==> src/rtl/usbtune_pkg.sv <==
package usbtune_pkg;
    localparam int REG_W    = 32;
    localparam int NUM_REGS = 4;
    localparam int RIDX_W   = $clog2(NUM_REGS);
    localparam int LANES    = REG_W / 8;

    localparam logic [RIDX_W-1:0] RIDX_IFC  = 2'd0;
    localparam logic [RIDX_W-1:0] RIDX_CTL  = 2'd1;
    localparam logic [RIDX_W-1:0] RIDX_BIST = 2'd2;
    localparam logic [RIDX_W-1:0] RIDX_TUNE = 2'd3;

    // control word layout
    localparam int BADDR_LSB = 8;
    localparam int BADDR_W   = 8;
    localparam int BDATA_POS = 7;

    // per-transceiver tuning window
    localparam logic [7:0] WIN_BASE = 8'h20;
    localparam int         WIN_LEN  = 12;

    localparam int AMP_OFS  = 0;  localparam int AMP_W  = 2;
    localparam int SLEW_OFS = 2;  localparam int SLEW_W = 3;
    localparam int VTH_OFS  = 5;  localparam int VTH_W  = 2;
    localparam int PULL_OFS = 7;
    localparam int OTG_OFS  = 8;
    localparam int VDET_OFS = 9;
    localparam int DISC_OFS = 10; localparam int DISC_W = 2;

    // shared bits
    localparam int NUM_CMN = 2;
    localparam int CMN_PLL = 0;
    localparam int CMN_CAL = 1;

    function automatic logic [7:0] cmn_addr(input int k);
        return (k == CMN_PLL) ? 8'h03 : 8'h0C;
    endfunction

    typedef logic [NUM_REGS-1:0][REG_W-1:0] regfile_t;
endpackage

==> src/rtl/usbtune_regs.sv <==
module usbtune_regs
    import usbtune_pkg::*;
(
    input  logic                 clk_i,
    input  logic                 rst_ni,
    input  logic                 wr_i,
    input  logic [RIDX_W-1:0]    idx_i,
    input  logic [LANES-1:0]     be_i,
    input  logic [REG_W-1:0]     wdata_i,
    output logic [REG_W-1:0]     rdata_o,
    output logic [REG_W-1:0]     ctl_o
);
    typedef struct packed {
        regfile_t r;
    } state_t;

    state_t s_d, s_q;

    always_comb begin
        s_d = s_q;
        if (wr_i) begin
            for (int b = 0; b < LANES; b++) begin
                if (be_i[b]) begin
                    s_d.r[idx_i][8*b +: 8] = wdata_i[8*b +: 8];
                end
            end
        end
    end

    always_ff @(posedge clk_i) begin
        if (!rst_ni) s_q <= '0;
        else         s_q <= s_d;
    end

    assign rdata_o = s_q.r[idx_i];
    assign ctl_o   = s_q.r[RIDX_CTL];
endmodule

==> src/rtl/usbtune_xcvr.sv <==
module usbtune_xcvr
    import usbtune_pkg::*;
#(
    parameter logic [7:0] BASE = WIN_BASE,
    parameter int         LEN  = WIN_LEN,
    parameter int         NCMN = NUM_CMN
) (
    input  logic            clk_i,
    input  logic            rst_ni,
    input  logic            strb_i,
    input  logic [7:0]      baddr_i,
    input  logic            bdata_i,
    output logic [LEN-1:0]  win_o,
    output logic [NCMN-1:0] cmn_we_o
);
    localparam int IDX_W = $clog2(LEN);

    typedef struct packed {
        logic           prev;
        logic [LEN-1:0] win;
    } state_t;

    state_t s_d, s_q;
    logic       rise;
    logic [7:0] off;
    logic       in_win;

    assign rise   = strb_i & ~s_q.prev;
    assign off    = baddr_i - BASE;
    assign in_win = (baddr_i >= BASE) && (off < 8'(LEN));

    always_comb begin
        s_d      = s_q;
        s_d.prev = strb_i;
        if (rise && in_win) begin
            s_d.win[IDX_W'(off)] = bdata_i;
        end
    end

    always_ff @(posedge clk_i) begin
        if (!rst_ni) s_q <= '0;
        else         s_q <= s_d;
    end

    for (genvar k = 0; k < NCMN; k++) begin : g_cmn
        assign cmn_we_o[k] = rise && (baddr_i == cmn_addr(k));
    end

    assign win_o = s_q.win;
endmodule

==> src/rtl/usbtune_common.sv <==
module usbtune_common
    import usbtune_pkg::*;
#(
    parameter int NX   = 3,
    parameter int NCMN = NUM_CMN
) (
    input  logic                      clk_i,
    input  logic                      rst_ni,
    input  logic [NX-1:0][NCMN-1:0]   we_i,
    input  logic                      bdata_i,
    output logic [NCMN-1:0]           cmn_o
);
    typedef struct packed {
        logic [NCMN-1:0] bits;
    } state_t;

    state_t s_d, s_q;

    always_comb begin
        s_d = s_q;
        for (int k = 0; k < NCMN; k++) begin
            for (int x = 0; x < NX; x++) begin
                if (we_i[x][k]) s_d.bits[k] = bdata_i;
            end
        end
    end

    always_ff @(posedge clk_i) begin
        if (!rst_ni) s_q <= '0;
        else         s_q <= s_d;
    end

    assign cmn_o = s_q.bits;
endmodule

==> src/rtl/usbtune_port.sv <==
module usbtune_port
    import usbtune_pkg::*;
#(
    parameter int NUM_XCVR = 3
) (
    input  logic                       clk_i,
    input  logic                       rst_ni,
    input  logic                       bus_wr_i,
    input  logic [3:0]                 bus_addr_i,
    input  logic [3:0]                 bus_be_i,
    input  logic [31:0]                bus_wdata_i,
    output logic [31:0]                bus_rdata_o,
    output logic [AMP_W*NUM_XCVR-1:0]  tx_amp_o,
    output logic [SLEW_W*NUM_XCVR-1:0] tx_slew_o,
    output logic [VTH_W*NUM_XCVR-1:0]  vbus_th_o,
    output logic [NUM_XCVR-1:0]        pullup_sel_o,
    output logic [NUM_XCVR-1:0]        otg_en_o,
    output logic [NUM_XCVR-1:0]        vbus_det_en_o,
    output logic [DISC_W*NUM_XCVR-1:0] disc_th_o,
    output logic                       pll_bw_o,
    output logic                       rescal_en_o
);
    logic [REG_W-1:0]                       ctl_word;
    logic [BADDR_W-1:0]                     baddr;
    logic                                   bdata;
    logic [NUM_XCVR-1:0][WIN_LEN-1:0]       win_all;
    logic [NUM_XCVR-1:0][NUM_CMN-1:0]       cmn_we;
    logic [NUM_CMN-1:0]                     cmn_bits;

    usbtune_regs i_regs (
        .clk_i   (clk_i),
        .rst_ni  (rst_ni),
        .wr_i    (bus_wr_i),
        .idx_i   (bus_addr_i[3:2]),
        .be_i    (bus_be_i),
        .wdata_i (bus_wdata_i),
        .rdata_o (bus_rdata_o),
        .ctl_o   (ctl_word)
    );

    assign baddr = ctl_word[BADDR_LSB +: BADDR_W];
    assign bdata = ctl_word[BDATA_POS];

    for (genvar x = 0; x < NUM_XCVR; x++) begin : g_xcvr
        usbtune_xcvr #(
            .BASE (WIN_BASE),
            .LEN  (WIN_LEN),
            .NCMN (NUM_CMN)
        ) i_xcvr (
            .clk_i    (clk_i),
            .rst_ni   (rst_ni),
            .strb_i   (ctl_word[2*x]),
            .baddr_i  (baddr),
            .bdata_i  (bdata),
            .win_o    (win_all[x]),
            .cmn_we_o (cmn_we[x])
        );

        assign tx_amp_o[AMP_W*x +: AMP_W]    = win_all[x][AMP_OFS +: AMP_W];
        assign tx_slew_o[SLEW_W*x +: SLEW_W] = win_all[x][SLEW_OFS +: SLEW_W];
        assign vbus_th_o[VTH_W*x +: VTH_W]   = win_all[x][VTH_OFS +: VTH_W];
        assign pullup_sel_o[x]               = win_all[x][PULL_OFS];
        assign otg_en_o[x]                   = win_all[x][OTG_OFS];
        assign vbus_det_en_o[x]              = win_all[x][VDET_OFS];
        assign disc_th_o[DISC_W*x +: DISC_W] = win_all[x][DISC_OFS +: DISC_W];
    end

    usbtune_common #(
        .NX   (NUM_XCVR),
        .NCMN (NUM_CMN)
    ) i_common (
        .clk_i   (clk_i),
        .rst_ni  (rst_ni),
        .we_i    (cmn_we),
        .bdata_i (bdata),
        .cmn_o   (cmn_bits)
    );

    assign pll_bw_o    = cmn_bits[CMN_PLL];
    assign rescal_en_o = cmn_bits[CMN_CAL];
endmodule

==> config.mk <==
export PLATFORM = sky130hd
export DESIGN_NAME = usbtune_port
export DESIGN_NICKNAME = d
export VERILOG_FILES = /design/src/rtl/usbtune_pkg.sv /design/src/rtl/usbtune_regs.sv /design/src/rtl/usbtune_xcvr.sv /design/src/rtl/usbtune_common.sv /design/src/rtl/usbtune_port.sv
export SDC_FILE = /design/constraint.sdc
export NUM_CORES = 1
export LEC_CHECK = 0
export BUFFER_PORTS_ARGS = -buffer_cell sky130_fd_sc_hd__buf_4
export CORE_ASPECT_RATIO = 0.7
export CORE_UTILIZATION = 40
export DETAILED_ROUTE_END_ITERATION = 6
export HOLD_SLACK_MARGIN = 0.08
export SKIP_CTS_REPAIR_TIMING = 1
export SLEW_MARGIN = 20
export SYNTH_ARGS = -nofsm -noshare
export SYNTH_HDL_FRONTEND = slang
export SYNTH_SLANG_ARGS = --single-unit
==> constraint.sdc <==
create_clock -name clk_i -period 1.8 [get_ports clk_i]
set_clock_uncertainty 0.15 [all_clocks]
set_input_delay 0.36 -clock clk_i [delete_from_list [all_inputs] [get_ports clk_i]]
set_output_delay 0.36 -clock clk_i [all_outputs]
set_load 0.02 [all_outputs]
==> flow_metrics.py <==
metrics = {
    "clock_tree": {
        "clkLatencyLatePin_ns": 0.43,
        "cts_sinks": 169,
        "clk_pin_slew_ns": 0.06,
        "cts_root_buf": "clkbuf_16",
        "tritoncts": "yes",
        "cts-root-to-sink-buffers": 2,
        "cts_inserted_buffers": 17,
        "htree_levels": 4,
    },
    "pwr": {
        "peakVddDrop_v": 0.000657,
        "clkPwrFrac": 0.463,
        "pwr_density_cell_nw_per_um2": 831,
        "p_sw_uw": 1920,
        "p_leak_uw": 0.00400,
        "pwr-share-seq": 0.450,
        "p_sw_frac": 0.226,
        "combPwrFrac": 0.086,
        "p_int_uw": 6570,
    },
    "yosys": {
        "yosysWarnings": 0,
        "synth_edf_count": 0,
        "synth_seq_area_share": 0.437,
        "syn-instance-count": 850,
        "synth-seq-cells": 169,
        "async_flop_share": 0,
        "synth_area_per_cell_um2": 9.11,
        "syn-num-nets": 894,
        "ys_types": 31,
        "ys.flop_type": "dfxtp_1",
        "synth_area_um2": 7750,
    },
    "timing": {
        "slew_viol_final": 0,
        "tightest_slew_ns": 0.511,
        "fmax_mhz": 507,
        "fin_setup_tns_ns": -2.93,
        "rsz0062_at_grt": "yes",
        "slew-limit-headroom": 0.657,
        "hold_slack_ns": 0.0742,
        "setup_viol_count_final": 32,
        "hold_violations": 0,
        "post-route-period-util": 1.10,
        "setup_ws_ns": -0.172,
        "period_needed_ns": 1.97,
    },
    "route": {
        "wl_per_cell_um": 15.5,
        "vias": 6339,
        "routed_wirelength_mm": 19.6,
        "antenna_left": 0,
        "drt-initial-drc-count": 541,
        "drc": 0,
        "dr.pass1.iters": 5,
        "viasPerCell": 5.03,
    },
    "outcome": {
        "violations": "setup timing",
        "status": "complete, but fails checks",
    },
    "critical_path": {
        "required_ns": 1.29,
        "rr_startpoint": "i_regs.ctl_o[11]",
        "start_kind": "flip-flop",
        "crit_path_max_fanout": 3,
        "worstSetupPathType": "reg -> out",
        "reg2reg_to": "g_xcvr[2].i_xcvr.win_o[4]",
        "r2r_cells": 6,
        "crit_start": "i_regs.ctl_o[14]",
        "rrSetupSlack_ns": 0.07,
        "setup.worst_path.end_class": "output pin",
        "worst_ep_arrival_time_ns": 1.46,
    },
    "floorplanning": {
        "dieWidth_um": 168,
        "initial_core_util": 0.409,
        "fp-row-count": 42,
        "core_area_um2": 18900,
        "pin_count": 113,
        "dieArea_um2": 19900,
        "die_h_um": 118,
    },
    "cells_and_area": {
        "diodes": 0,
        "layout_common_cells": "nand2_1, buf_4, dfxtp_1",
        "nets": 1050,
        "drive_above_1_share": 0.290,
        "final_common_cell": "nand2_1",
        "fin_area_um2": 10200,
        "area_delta_synth_final_pct": 31.9,
    },
    "job": {
        "cap_violations": 0,
    },
    "global_route": {
        "antenna_found_initial": 0,
        "grtUsageTotal": 0.204,
        "grt.overflow.total": 0,
        "grt_pass1_wl_mm": 31.7,
        "grt_pass1_vias": 5812,
        "grt_start_max_net_pins": 76,
    },
    "min_path": {
        "hp-class": "in -> reg",
        "holdPathEnd": "i_regs.s_q[98]",
        "hold_start": "bus_wdata_i[2]",
        "min_path_cells": 3,
    },
    "place": {
        "portBuffers": 110,
        "place_area_um2": 9010,
        "gp_congestion": 0.779,
        "hpwl_mm": 13.1,
    },
}
==> state kept, by name, indices dropped and copies added, names as in the netlist <==
signal,flops
g_xcvr.i_xcvr.s_q,3
i_regs.ctl_o,32
i_common.cmn_o,2
i_regs.s_q,96
g_xcvr.i_xcvr.win_o,36
==> cells by family after synthesis <==
| group | share of synthesized area |
|---|---|
| AND/OR/NAND/NOR | 0.218 |
| XOR/XNOR | 0.00113 |
| adder cells (fa/ha/maj) | 0.00161 |
| AO/OA/AOI/OAI | 0.118 |
| multiplexers | 0.153 |
| buffers and inverters | 0.0716 |
| flip-flops | 0.437 |
==> metal layers <==
metal | global-route usage | vias up | share of wire
li1 | - | 3156 | -
met1 | 0.300 | 3031 | 0.51
met2 | 0.298 | 141 | 0.44
met3 | 0.0462 | 11 | 0.049
met4 | 0.0557 | 0 | 0.0079
met5 | 0 | - | 0
==> cell type report <==
class / count / area, um2
multi-input cells: 598 / 3810
fillers: 1717 / 8700
clock buffers: 22 / 464
well taps: 242 / 303
repair buffers: 218 / 2020
inverters: 2 / 7.51
clock inverters: 10 / 166
flip-flops and latches: 169 / 3440
==> power by group through the flow <==
stage / combinational, uW / clock [uW] / sequential [uW]
floorplan: 351 / 0 / 3910
global placement: 651 / 0 / 3920
detailed placement: 654 / 0 / 3920
CTS: 656 / 4020 / 3830
global route: 788 / 4220 / 3830
finish: 731 / 3940 / 3830
==> worst max-delay path, cell delays in order, from the launching register on <==
cell and delay [ns]:
dfxtp_2 0.32, buf_6 0.11, mux4_2 0.46, buf_6 0.15
==> worst max-delay path by stage <==
| stage | cells past startpoint | end | slack, ns |
|---|---|---|---|
| final | 3 | bus_rdata_o[14] | -0.17 |
| after global routing | 3 | bus_rdata_o[14] | -0.22 |
| after CTS | 2 | bus_rdata_o[9] | -0.24 |
| after detailed placement | 7 | i_regs.s_q[94] | -0.20 |
| after global placement | 7 | i_regs.s_q[89] | -0.14 |
| after floorplan | 3 | bus_rdata_o[0] | -0.02 |
==> metrics by stage <==
step           setup slack (ns)  cells  total power, uW   util
3_5_place_dp             -0.199   1189             4570  0.476
2_1_floorplan           -0.0240    850             4260      -
5_1_grt                  -0.216   1261             8840  0.540
6_report                 -0.172   1261             8490  0.540
4_1_cts                  -0.239   1221             8510  0.510
3_3_place_gp             -0.140   1189             4570  0.476
==> synth_stat cells (all sizes together), types with 2 or more instances <==
| cell type | n | share of area |
|---|---|---|
| a21boi | 120 | 0.12 |
| a21oi | 3 | 0.0019 |
| and2 | 3 | 0.0024 |
| buf | 59 | 0.057 |
| clkbuf | 21 | 0.013 |
| dfxtp | 169 | 0.44 |
| inv | 2 | 0.00097 |
| mux2i | 46 | 0.059 |
| mux4 | 32 | 0.094 |
| nand2 | 287 | 0.14 |
| nand2b | 9 | 0.0073 |
| nand3 | 50 | 0.033 |
| nand4 | 4 | 0.0032 |
| nor2 | 19 | 0.010 |
| nor2b | 10 | 0.0081 |
| nor3 | 11 | 0.012 |
| nor4 | 2 | 0.0016 |
Note: power is estimated with default switching activity, not from simulation.
